--- config.mk ---
export PLATFORM = sky130hd
export DESIGN_NAME = irq_cycle_timer
export DESIGN_NICKNAME = d
export VERILOG_FILES = /design/src/rtl/irq_timer_pkg.sv /design/src/rtl/irq_reg_decode.sv /design/src/rtl/irq_ctrl_regs.sv /design/src/rtl/irq_prescaler.sv /design/src/rtl/irq_up_counter.sv /design/src/rtl/irq_cycle_timer.sv
export SDC_FILE = /design/constraint.sdc
export NUM_CORES = 1
export LEC_CHECK = 0
export BUFFER_PORTS_ARGS = -buffer_cell sky130_fd_sc_hd__buf_4
export CAP_MARGIN = 20
export CELL_PAD_IN_SITES_DETAIL_PLACEMENT = 1
export CELL_PAD_IN_SITES_GLOBAL_PLACEMENT = 1
export CORE_ASPECT_RATIO = 1.5
export CORE_UTILIZATION = 25
export DETAILED_ROUTE_END_ITERATION = 10
export PLACE_DENSITY = 0.56
export SYNTH_ARGS = -nofsm -noshare
export SYNTH_HDL_FRONTEND = slang
export SYNTH_SLANG_ARGS = --single-unit
--- constraint.sdc ---
create_clock -name clk -period 2.7 [get_ports clk]
set_input_delay 0.27 -clock clk [delete_from_list [all_inputs] [get_ports clk]]
set_output_delay 0.27 -clock clk [all_outputs]
set_load 0.01 [all_outputs]
--- src/rtl/irq_timer_pkg.sv ---
package irq_timer_pkg;
  typedef enum logic [1:0] {
    SEL_LAT_LO = 2'd0,
    SEL_LAT_HI = 2'd1,
    SEL_CTRL   = 2'd2,
    SEL_ACK    = 2'd3
  } sel_e;

  typedef struct packed {
    logic cyc_mode;
    logic en;
    logic en_after_ack;
  } ctrl_t;
endpackage

--- src/rtl/irq_reg_decode.sv ---
module irq_reg_decode #(
  parameter int AW  = 16,
  parameter int GRP = 15
) (
  input  logic          wr_en,
  input  logic [AW-1:0] wr_addr,
  output logic          grp_hit,
  output logic          wr_lo,
  output logic          wr_hi,
  output logic          wr_ctrl,
  output logic          wr_ack
);
  import irq_timer_pkg::*;

  sel_e sel;

  always_comb begin
    grp_hit = wr_en && (wr_addr[AW-1:AW-4] == 4'(GRP));
    sel     = sel_e'(wr_addr[1:0] | wr_addr[3:2]);
    wr_lo   = grp_hit && (sel == SEL_LAT_LO);
    wr_hi   = grp_hit && (sel == SEL_LAT_HI);
    wr_ctrl = grp_hit && (sel == SEL_CTRL);
    wr_ack  = grp_hit && (sel == SEL_ACK);
  end
endmodule

--- src/rtl/irq_ctrl_regs.sv ---
module irq_ctrl_regs #(
  parameter int DW    = 8,
  parameter int CNT_W = 8
) (
  input  logic                  clk,
  input  logic                  rst,
  input  logic                  wr_lo,
  input  logic                  wr_hi,
  input  logic                  wr_ctrl,
  input  logic                  wr_ack,
  input  logic [DW-1:0]         wr_data,
  output logic [CNT_W-1:0]      latch_q,
  output irq_timer_pkg::ctrl_t  ctrl_q
);
  import irq_timer_pkg::*;

  localparam int NIB = CNT_W / 2;

  always_ff @(posedge clk) begin
    if (rst) begin
      latch_q <= '0;
      ctrl_q  <= '0;
    end else begin
      if (wr_lo) latch_q[NIB-1:0]     <= wr_data[NIB-1:0];
      if (wr_hi) latch_q[CNT_W-1:NIB] <= wr_data[NIB-1:0];
      if (wr_ctrl) ctrl_q <= ctrl_t'(wr_data[2:0]);
      else if (wr_ack) ctrl_q.en <= ctrl_q.en_after_ack;
    end
  end
endmodule

--- src/rtl/irq_prescaler.sv ---
module irq_prescaler #(
  parameter int PRE_W  = 10,
  parameter int RELOAD = 341,
  parameter int STEP   = 3
) (
  input  logic                    clk,
  input  logic                    rst,
  input  logic                    cpu_ce,
  input  logic                    en,
  input  logic                    cyc_mode,
  input  logic                    hold,
  input  logic                    reload,
  output logic                    tick,
  output logic signed [PRE_W-1:0] pre_q
);
  localparam logic signed [PRE_W-1:0] RELOAD_V = PRE_W'(RELOAD);
  localparam logic signed [PRE_W-1:0] STEP_V   = PRE_W'(STEP);

  logic signed [PRE_W-1:0] pre_dec;
  logic                    under;
  logic                    run;

  always_comb begin
    pre_dec = pre_q - STEP_V;
    under   = (pre_dec <= 0);
    run     = cpu_ce && en && !hold;
    tick    = run && (cyc_mode || under);
  end

  always_ff @(posedge clk) begin
    if (rst) begin
      pre_q <= '0;
    end else if (reload) begin
      pre_q <= RELOAD_V;
    end else if (run && !cyc_mode) begin
      pre_q <= under ? (pre_dec + RELOAD_V) : pre_dec;
    end
  end
endmodule

--- src/rtl/irq_up_counter.sv ---
module irq_up_counter #(
  parameter int CNT_W = 8
) (
  input  logic             clk,
  input  logic             rst,
  input  logic             tick,
  input  logic             load,
  input  logic             clr,
  input  logic [CNT_W-1:0] latch,
  output logic [CNT_W-1:0] cnt_q,
  output logic             irq_q
);
  localparam logic [CNT_W-1:0] CNT_MAX = '1;

  logic wrap;

  assign wrap = tick && (cnt_q == CNT_MAX);

  always_ff @(posedge clk) begin
    if (rst) begin
      cnt_q <= '0;
    end else if (load || wrap) begin
      cnt_q <= latch;
    end else if (tick) begin
      cnt_q <= cnt_q + 1'b1;
    end
  end

  always_ff @(posedge clk) begin
    if (rst)       irq_q <= 1'b0;
    else if (clr)  irq_q <= 1'b0;
    else if (wrap) irq_q <= 1'b1;
  end
endmodule

--- src/rtl/irq_cycle_timer.sv ---
module irq_cycle_timer #(
  parameter int AW     = 16,
  parameter int DW     = 8,
  parameter int GRP    = 15,
  parameter int CNT_W  = 8,
  parameter int PRE_W  = 10,
  parameter int RELOAD = 341,
  parameter int STEP   = 3
) (
  input  logic          clk,
  input  logic          rst,
  input  logic          cpu_ce,
  input  logic          wr_en,
  input  logic [AW-1:0] wr_addr,
  input  logic [DW-1:0] wr_data,
  output logic          irq
);
  import irq_timer_pkg::*;

  logic                    grp_hit, wr_lo, wr_hi, wr_ctrl, wr_ack;
  logic [CNT_W-1:0]        latch_q;
  ctrl_t                   ctrl_q;
  logic                    tick;
  logic                    do_load;
  logic signed [PRE_W-1:0] pre_q;
  logic [CNT_W-1:0]        cnt_q;
  logic                    irq_q;

  assign do_load = wr_ctrl && wr_data[1];

  irq_reg_decode #(.AW(AW), .GRP(GRP)) u_dec (
    .wr_en(wr_en), .wr_addr(wr_addr), .grp_hit(grp_hit),
    .wr_lo(wr_lo), .wr_hi(wr_hi), .wr_ctrl(wr_ctrl), .wr_ack(wr_ack)
  );

  irq_ctrl_regs #(.DW(DW), .CNT_W(CNT_W)) u_regs (
    .clk(clk), .rst(rst), .wr_lo(wr_lo), .wr_hi(wr_hi),
    .wr_ctrl(wr_ctrl), .wr_ack(wr_ack), .wr_data(wr_data),
    .latch_q(latch_q), .ctrl_q(ctrl_q)
  );

  irq_prescaler #(.PRE_W(PRE_W), .RELOAD(RELOAD), .STEP(STEP)) u_pre (
    .clk(clk), .rst(rst), .cpu_ce(cpu_ce), .en(ctrl_q.en),
    .cyc_mode(ctrl_q.cyc_mode), .hold(grp_hit), .reload(do_load),
    .tick(tick), .pre_q(pre_q)
  );

  irq_up_counter #(.CNT_W(CNT_W)) u_cnt (
    .clk(clk), .rst(rst), .tick(tick), .load(do_load),
    .clr(wr_ctrl || wr_ack), .latch(latch_q),
    .cnt_q(cnt_q), .irq_q(irq_q)
  );

  assign irq = irq_q;
endmodule

==> results.json, run 1 <==
{
  "drtIter0Drc": 58,
  "htreeDepth": 2,
  "crit_required_ns": 2.87,
  "max-slew-margin-rel_pct": 61.2,
  "nets": 319,
  "vias": 1966,
  "synthesis.nets": 287,
  "coreArea_um2": 7560,
  "finalHoldViolCount": 0,
  "clk_path_buf_depth": 2,
  "crit_path_end_kind": "flip-flop",
  "fin_skew_ns": 0.00317,
  "hpwl_um": 4690,
  "yosys_warnings": 0,
  "synth_flop_cell": "dfxtp_1",
  "finalHoldWorstSlack_ns": 0.249,
  "nFillCells": 933,
  "clk_pin_slew_ns": 0.05,
  "met2_length_um": 3360,
  "synth-xor-area-share_pct": 4.44,
  "setup-tns-final_ns": 0,
  "setup_viol": 0,
  "r2r_setup_slack_ns": 0.18,
  "rr_worst_depth": 9,
  "worstMarginPinSlew_ns": 0.577,
  "gr-total-overflow": 0,
  "drcViolationCount": 0,
  "r2r-end": "u_cnt.cnt_q[4]",
  "synth-simple-area-share_pct": 27.3,
  "ys_top_cells_by_area": "dfxtp_1, nor2_1, nand2_1, a21oi_1, nand3_1",
  "rr_startpoint": "u_pre.pre_q[1]",
  "clock_latency_ns": 0.28,
  "ios": 29,
  "muxShareOfSynthArea_pct": 3.60,
  "syn-instance-count": 255,
  "ant_nets": 0,
  "synth_top_area_share_pct": 30.9,
  "tritoncts": "done",
  "path_cells": "ha_1 -> and3_1 -> o41ai_1 -> a21oi_2 -> o31ai_2 -> buf_4 -> nor2_1 -> xor2_1 -> a22o_1",
  "start_kind": "flip-flop",
  "multi_input_comb_area_um2": 1250,
  "status": "complete, no violations",
  "slowest_delay_ns": 0.42,
  "crit_type": "flip-flop to flip-flop",
  "fin_crit_ns": 2.52,
  "start_util_pct": 25.7,
  "numCtsBuffers": 5,
  "holdPathEnd": "u_regs.latch_q[7]",
  "finalWirelength_um": 5870,
  "root_buffer": "clkbuf_16",
  "place_inst": 381,
  "synth-seq-area-share_pct": 30.9,
  "wl_met3_um": 143,
  "antenna_cells": 0,
  "worstHoldStart": "wr_data[3]",
  "synth_top_family_by_area": "simple AND/OR/NAND/NOR gates",
  "antenna_found_initial": 0,
  "synth_edf_count": 0,
  "rows": 39,
  "grt_max_degree": 26,
  "grt_pass1_wl_um": 9940,
  "gp_congestion": 0.779,
  "numPortBuffers": 16,
  "fin_util_pct": 32.3,
  "synth_fa_ha_area_share_pct": 2.57,
  "fin_cells": 390,
  "die-area_um2": 8140,
  "fin_crit_sh_pct": 93.5,
  "die_w_um": 74.0,
  "highest_layer": "met4",
  "synth_compound_area_share_pct": 25.9,
  "syn2layout_area_growth_pct": 25.7,
  "cp_max_fo": 9,
  "crit_slowest_cell": "o41ai_1",
  "cts_hold_buf": 0,
  "p_leak_nw": 0.987,
  "syn_area_um2": 1940,
  "routedWlPerCell_um": 15.1,
  "grt_usage_pct": 16.4,
  "hold_path.class": "primary input to flip-flop",
  "ff_latch_area_um2": 602,
  "wl_met1_um": 2240,
  "yosysUniqueCellTypes": 54,
  "peakVddDrop_mv": 0.314,
  "crit_buf_inv": 1,
  "cp.arrival_ns": 2.69,
  "first_pass_iters": 4,
  "power_mw": 1.12,
  "viasPerCell": 5.04,
  "avgSynthCellArea_um2": 7.62,
  "rsz0062_at_grt": "no",
  "maxSlewViolCount": 0,
  "crit_family": "compound AO/OA/AOI/OAI gates",
  "drive_above_1_share_pct": 18.8,
  "power-per-cell-area_nw_per_um2": 458,
  "synthArstFlopShare_pct": 0,
  "ys_seq_elements": 30,
  "grt_pass1_vias": 2035,
  "synth_area_leader_cell": "dfxtp_1",
  "holdPathStages": 3,
  "dieHeight_um": 110,
  "cap_violations": 0,
  "fmax_mhz": 396,
  "clock_sinks": 30
}
## kinds of logic (layout without fill, tap and decap cells)
logic type / after synthesis / in the layout
adders and majority gates: 4 / 4
xor gates and xnor gates: 9 / 9
buffers and inverters: 22 / 55
DFF: 30 / 30
muxes: 7 / 7
and+or+nand+nor: 113 / 113
AOI/OAI and AO/OA: 70 / 70
## worst register-to-register path: stages, from the launching register on
cell and delay (ns):
dfxtp_1 0.34, ha_1 0.24, and3_1 0.23, o41ai_1 0.42
a21oi_2 0.19, o31ai_2 0.37, buf_4 0.23, nor2_1 0.06
xor2_1 0.14, a22o_1 0.18
## cell usage in the layout (no fill, tap or decap), types with 6 or more instances in the layout
master,instances
nor3_1,9
o21ai_0,10
nor2_1,36
buf_4,38
or3_1,6
nand2_1,27
nand3_1,17
a21oi_1,18
mux2i_1,7
dfxtp_1,29
inv_1,9
## through the flow
stage / worst slack (ns) / cell area, um2
floorplan: 0.0176 / 1960
CTS: 0.0206 / 2430
finish: 0.176 / 2440
global placement: 0.0730 / 2280
detailed placement: 0.0374 / 2280
global route: 0.00219 / 2440
## final cells by class
cell class              count  share of cell area (%)
clock buffers               7                    5.83
clock inverters             1                   0.205
repair buffers             38                    11.7
inverters                   9                    1.38
flip-flops and latches     30                    24.6
multi-input cells         203                    51.1
well taps                 102                    5.22
## Yosys cell counts (3+ instances only)
cell,instances
nor2_1,36
dfxtp_1,30
nand2_1,27
a21oi_1,18
nand3_1,17
o21ai_0,10
inv_1,9
nor3_1,9
clkbuf_1,7
mux2i_1,7
or3_1,6
xnor2_1,5
a211oi_1,4
a31oi_1,4
ha_1,4
a211o_1,3
and3_1,3
buf_2,3
nor4_1,3
xor2_1,3
## worst max-delay path by stage
stage | startpoint | to | slack [ns] | cells after the start
floorplan | u_pre.pre_q[2] | u_pre.pre_q[3] | 0.02 | 11
global placement | u_pre.pre_q[1] | u_cnt.cnt_q[7] | 0.07 | 8
detailed placement | u_pre.pre_q[1] | u_cnt.cnt_q[7] | 0.04 | 8
CTS | u_pre.pre_q[1] | u_cnt.cnt_q[4] | 0.02 | 9
global route | u_pre.pre_q[2] | u_pre.pre_q[3] | 0.002 | 9
finish | u_pre.pre_q[1] | u_cnt.cnt_q[4] | 0.18 | 9
## where the power goes
group | leakage [nW] | internal [mW] | total (mW) | switching (mW)
Clock | 0.0739 | 0.365 | 0.558 | 0.193
Sequential | 0.242 | 0.446 | 0.449 | 0.00276
Combinational | 0.671 | 0.0515 | 0.113 | 0.0612
Total | 0.987 | 0.862 | 1.12 | 0.257
## repair_timing
item,in CTS,in global routing
setup endpoints to repair,0,7
gates resized for setup,0,2
setup buffers,0,1
## registers in the layout, indices dropped and copies added (netlist names)
register	cells
u_cnt.cnt_q	8
u_regs.ctrl_q	3
u_regs.latch_q	8
u_pre.pre_q	10
u_cnt.irq_q	1
## routing by layer
metal,up-vias,track usage (%)
li1,990,-
met1,937,15.4
met2,28,32.4
met3,11,3.45
met4,0,7.42
met5,-,0
Power figures use the tool's default switching activity.
==> run 2, diff against run 1 <==
- ABC_AREA: default -> 1
- PLACE_DENSITY: 0.56 -> 0.58
==> results.json, run 2 <==
{
  "synth-xor-area-share_pct": 5.72,
  "finalWirelength_um": 5670,
  "cap_violations": 0,
  "antenna_found_initial": 0,
  "cp_max_fo": 8,
  "peakVddDrop_mv": 0.291,
  "hold_path.class": "primary input to flip-flop",
  "r2r-end": "u_cnt.cnt_q[2]",
  "holdPathEnd": "u_regs.ctrl_q[0]",
  "cts_hold_buf": 0,
  "crit_path_end_kind": "flip-flop",
  "fmax_mhz": 419,
  "largest_register": "u_pre.pre_q",
  "start_kind": "flip-flop",
  "die-area_um2": 8240,
  "synth_top_family_by_area": "simple AND/OR/NAND/NOR gates",
  "drcViolationCount": 0,
  "nets": 356,
  "numCtsBuffers": 5,
  "worstSetupStartpoint": "u_pre.pre_q[2]",
  "coreArea_um2": 7610,
  "dieHeight_um": 111,
  "numPortBuffers": 16,
  "synth_top_area_share_pct": 30.5,
  "synth-seq-area-share_pct": 30.5,
  "cp.arrival_ns": 2.56,
  "setup-tns-final_ns": 0,
  "postPlaceCellArea_um2": 2210,
  "synthArstFlopShare_pct": 0,
  "cts_repair_resize_count": 0,
  "grt_usage_pct": 14.9,
  "fin_crit_sh_pct": 88.4,
  "finalHoldViolCount": 0,
  "holdPathStages": 2,
  "crit_required_ns": 2.88,
  "worstMarginPinSlew_ns": 0.421,
  "gr-total-overflow": 0,
  "ys_seq_elements": 30,
  "synth_edf_count": 0,
  "gp_congestion": 0.804,
  "muxShareOfSynthArea_pct": 0,
  "synth_most_common_cell": "nand2_1",
  "clock_latency_ns": 0.27,
  "rr_worst_depth": 15,
  "status": "complete, no violations",
  "drive_above_1_share_pct": 16.0,
  "antenna_cells": 0,
  "synth_area_leader_cell": "dfxtp_1",
  "synth_flop_cell": "dfxtp_1",
  "grt_pass1_vias": 2059,
  "ant_nets": 0,
  "fin_util_pct": 31.0,
  "cts_setup_buffers": 0,
  "final_common_cell": "nand2_1",
  "r2r_setup_slack_ns": 0.31,
  "syn2layout_area_growth_pct": 19.8,
  "largest_reg_flops": 10,
  "htreeDepth": 2,
  "grt_max_degree": 17,
  "rsz0062_at_grt": "no",
  "syn_area_um2": 1970,
  "max-slew-margin-rel_pct": 71.7,
  "yosys_warnings": 0,
  "stdcell_area_um2": 2360,
  "tritoncts": "done",
  "rows": 39,
  "ys_top_cells_by_area": "dfxtp_1, nand2_1, inv_1, o21ai_0, nand3_1",
  "synthesis.nets": 334,
  "hpwl_um": 4560,
  "top_regs": "u_pre.pre_q: 10 flops, u_cnt.cnt_q: 8 flops, u_regs.latch_q: 8 flops",
  "clk_path_buf_depth": 2,
  "fin_skew_ns": 0.00524,
  "root_buffer": "clkbuf_16",
  "setup_viol": 0,
  "vias": 1947,
  "avgSynthCellArea_um2": 6.52,
  "start_util_pct": 25.9,
  "clk_pin_slew_ns": 0.05,
  "clock_sinks": 30,
  "grt_pass1_wl_um": 9300,
  "finalHoldWorstSlack_ns": 0.192,
  "ios": 29,
  "synthTopCellsByCount": "nand2_1, inv_1, o21ai_0",
  "drtIter0Drc": 42,
  "synth_fa_ha_area_share_pct": 2.54,
  "worstHoldStart": "rst",
  "crit_type": "flip-flop to flip-flop",
  "rr_startpoint": "u_pre.pre_q[2]",
  "synth_compound_area_share_pct": 16.3,
  "routedWlPerCell_um": 13.3,
  "maxSlewViolCount": 0,
  "syn-instance-count": 302,
  "mostFrequentLayoutCells": "nand2_1, inv_1, o21ai_0",
  "power-per-cell-area_nw_per_um2": 475,
  "synth-simple-area-share_pct": 33.0,
  "first_pass_iters": 4,
  "fin_crit_ns": 2.39,
  "die_w_um": 74.4,
  "viasPerCell": 4.56,
  "yosysUniqueCellTypes": 31,
  "p_leak_nw": 1.18
}
==> run 2: changes by cell type after synthesis, sizes merged, moves of 7 or more <==
cell | before | now
nand3 | 17 | 31
mux2i | 7 | 0
nand2 | 27 | 62
xor2 | 3 | 12
inv | 9 | 53
nor3 | 9 | 2
o21ai | 11 | 37
==> run 2: power breakdown <==
part / internal [mW] / switching (mW)
combinational: 0.0423 / 0.0677
clock: 0.365 / 0.195
sequential: 0.448 / 0.00389
==> run 2: cell families (layout without fill, tap and decap cells) <==
group,count (synthesis),after routing
compound gates,59,59
xor+xnor,12,12
fa+ha+maj,4,4
buf+inv,58,81
flops,30,30
simple gates,139,139
==> run 2: final cells by class <==
class	instances	area, um2
clock inverters	1	5.00
clock buffers	7	143
fillers	1002	5250
multi-input cells	214	1130
repair buffers	20	150
flip-flops and latches	30	601
inverters	53	199
well taps	102	128
==> run 2: metrics by stage <==
step | instances | worst slack (ns) | power [mW]
4_1_cts | 427 | 0.249 | 1.14
5_1_grt | 427 | 0.0847 | 1.17
6_report | 427 | 0.313 | 1.12
3_3_place_gp | 419 | 0.275 | 0.570
2_1_floorplan | 302 | 0.782 | 0.530
3_5_place_dp | 419 | 0.262 | 0.572
==> run 2: worst max-delay path: stages (launching register included) <==
cell	delay, ns
dfxtp_1	0.41
inv_2	0.10
ha_1	0.18
nand2_1	0.14
nand2_2	0.11
o21ai_1	0.14
nand2_1	0.15
nor2_4	0.18
nand2_4	0.08
nand3_4	0.08
nand3_2	0.20
buf_4	0.24
nand3_1	0.06
nand3_1	0.09
nand2_1	0.08
inv_1	0.03
==> run 2: how the worst max path moves through the flow <==
stage | slack, ns | to
finish | 0.31 | u_cnt.cnt_q[2]
global route | 0.08 | u_cnt.cnt_q[1]
CTS | 0.25 | u_cnt.cnt_q[2]
detailed placement | 0.26 | u_cnt.cnt_q[2]
global placement | 0.27 | u_cnt.cnt_q[2]
floorplan | 0.78 | u_cnt.cnt_q[3]
==> run 2: per-layer routing <==
metal,track usage (%),up-vias,share of wire [%]
met4,5.28,0,1.6
li1,-,1009,-
met5,0,-,0
met2,29.9,10,58
met3,1.91,6,0.97
met1,14.3,922,39
==> run 3, diff against run 2 <==
- ABC_AREA: 1 -> default
- PLACE_DENSITY: 0.58 -> 0.55
- SYNTH_HIERARCHICAL: default -> 1
==> results.json, run 3 <==
{
  "fin_crit_ns": 2.73,
  "htreeDepth": 2,
  "ff_latch_area_um2": 606,
  "synthesis.nets": 302,
  "start_util_pct": 26.1,
  "synth_area_leader_cell": "dfxtp_1",
  "fin_skew_ns": 0.00805,
  "yosysUniqueCellTypes": 75,
  "rows": 41,
  "numPortBuffers": 16,
  "crit_type": "flip-flop to flip-flop",
  "viasPerCell": 5.27,
  "ys_top_cells_by_area": "dfxtp_1, nor2_1, mux2i_1, nand3_1, nor3_1",
  "peakVddDrop_mv": 0.434,
  "coreArea_um2": 8460,
  "cp.arrival_ns": 2.94,
  "grt_pass1_wl_um": 12200,
  "die_w_um": 78.7,
  "stdcell_area_um2": 2980,
  "antenna_cells": 0,
  "multi_input_comb_area_um2": 1570,
  "finalWirelength_um": 7630,
  "maxSlewViolCount": 0,
  "syn_area_um2": 2210,
  "clk_path_buf_depth": 2,
  "clk_pin_slew_ns": 0.06,
  "fmax_mhz": 366,
  "ios": 29,
  "power-per-cell-area_nw_per_um2": 372,
  "grt_pass1_vias": 2340,
  "gr-total-overflow": 0,
  "synth_edf_count": 0,
  "status": "complete, but fails checks",
  "routedWlPerCell_um": 17.6,
  "nFillCells": 1022,
  "dieHeight_um": 117,
  "violations": "setup timing",
  "syn2layout_area_growth_pct": 35.2,
  "crit_required_ns": 2.91,
  "finalHoldViolCount": 0,
  "synth_most_common_cell": "nor2_1",
  "postPlaceCellArea_um2": 2740,
  "place_inst": 422,
  "largest_register": "u_pre/pre_q",
  "avgSynthCellArea_um2": 8.20,
  "final_common_cell": "buf_4",
  "synth_flop_cell": "dfxtp_1",
  "grt_usage_pct": 17.8,
  "mostFrequentLayoutCells": "buf_4, nor2_1, dfxtp_1",
  "yosys_warnings": 6,
  "drive_above_1_share_pct": 32.4,
  "synthArstFlopShare_pct": 0,
  "syn-instance-count": 269,
  "fin_cells": 434,
  "p_leak_nw": 1.16,
  "die-area_um2": 9210,
  "hold_path.class": "primary input to flip-flop",
  "cap_violations": 0,
  "synth_top_area_share_pct": 27.2,
  "ys_seq_elements": 30,
  "nets": 359,
  "largest_reg_flops": 10,
  "drcViolationCount": 0,
  "layout_setup_ws_ns": -0.0304,
  "top_regs": "u_pre/pre_q: 10 flops, u_cnt/cnt_q: 8 flops, u_regs/latch_q: 8 flops",
  "cp_max_fo": 6,
  "hpwl_um": 6000,
  "first_pass_iters": 4,
  "worstMarginPinSlew_ns": 0.652,
  "gp_congestion": 0.784,
  "fin_crit_sh_pct": 101,
  "rsz0062_at_grt": "yes",
  "setup_viol": 1,
  "crit_path_end_kind": "flip-flop",
  "vias": 2286,
  "ant_nets": 0,
  "grt_max_degree": 26,
  "numCtsBuffers": 5,
  "start_kind": "flip-flop",
  "synthTopCellsByCount": "nor2_1, dfxtp_1, nand3_1",
  "clock_latency_ns": 0.28,
  "root_buffer": "clkbuf_16",
  "antenna_found_initial": 0,
  "tritoncts": "done",
  "clock_sinks": 30,
  "synth-seq-area-share_pct": 27.2,
  "max-slew-margin-rel_pct": 56.4,
  "drtIter0Drc": 57
}
## run 3: cell count changes in the layout (fill, tap and decap cells not counted), sizes merged, moves of 12 or more
cell,change
nor3,+14
buf,+45
o21ai,-29
nand3,-16
inv,-45
nand2,-50
a21oi,-13
nor4,+12
mux2i,+12
## run 3: final cells by class
class	instances	area share [%]
Clock buffer	6	4.66
Clock inverter	2	0.419
Inverter	8	1.09
Multi-Input combinational cell	216	52.6
Sequential cell	30	20.3
Tap cell	107	4.49
Timing Repair Buffer	65	16.5
## run 3: what timing repair did
item                                    CTS  global route
hold endpoints to repair                  0             0
buffers inserted                          1             3
pin swaps                                 3             5
endpoints found under the setup margin    7            10
resized for setup                         2            12
hold buffers                              0             0
## run 3: worst max-delay path: stages (launching register included)
cell and delay (ns):
dfxtp_4 0.35, inv_4 0.04, ha_4 0.17, a2111o_1 0.43
nor4_4 0.24, xnor2_2 0.19, o21ai_4 0.09, nor2_1 0.11
nor3_1 0.05, buf_4 0.16, nand4_1 0.11, buf_4 0.13
nor3_1 0.04, or4_1 0.42, a31oi_1 0.14
## run 3: cells by family (layout without fill, tap and decap cells)
kind of cell	after synthesis	after routing	share of synthesized area (%)
compound gates	60	60	22.0
xor+xnor	10	10	3.97
fa+ha+maj	5	5	2.84
buf+inv	23	81	5.39
flops	30	30	27.2
mux	12	12	5.45
simple gates	129	129	33.1
## run 3: path summary, 6_finish.rpt
path	startpoint	endpoint	slack [ns]	cells after the start
max	u_pre/pre_q[2]	u_cnt/cnt_q[5]	-0.03	14
min	wr_data[2]	u_regs/latch_q[2]	0.25	3
max reg2reg	u_pre/pre_q[2]	u_cnt/cnt_q[5]	-0.03	14
min reg2reg	u_regs/ctrl_q[0]	u_regs/ctrl_q[0]	0.50	2
## run 3: power by group
part	switching (mW)	internal (mW)
Sequential	0.00278	0.444
Clock	0.212	0.365
Combinational	0.0463	0.0400
Total	0.261	0.848
## run 3: per-layer routing
| metal | share of wire (%) | track usage (%) |
|---|---|---|
| met1 | 36 | 16.5 |
| met4 | 3.5 | 8.77 |
| met5 | 0 | 0 |
| met2 | 58 | 37.3 |
| met3 | 1.8 | 2.09 |
## run 3: stage by stage
step	setup TNS (ns)	setup slack, ns	power (mW)	hold WS (ns)	utilization (%)
detailed placement	-0.0698	-0.0536	0.541	0.499	32.4
CTS	-0.0395	-0.0362	1.12	0.239	34.3
finish	-0.0304	-0.0304	1.11	0.248	35.2
global placement	-0.0130	-0.0124	0.540	0.489	32.4
global route	-0.920	-0.176	1.16	0.272	35.2
floorplan	-1.05	-0.163	0.495	0.332	-
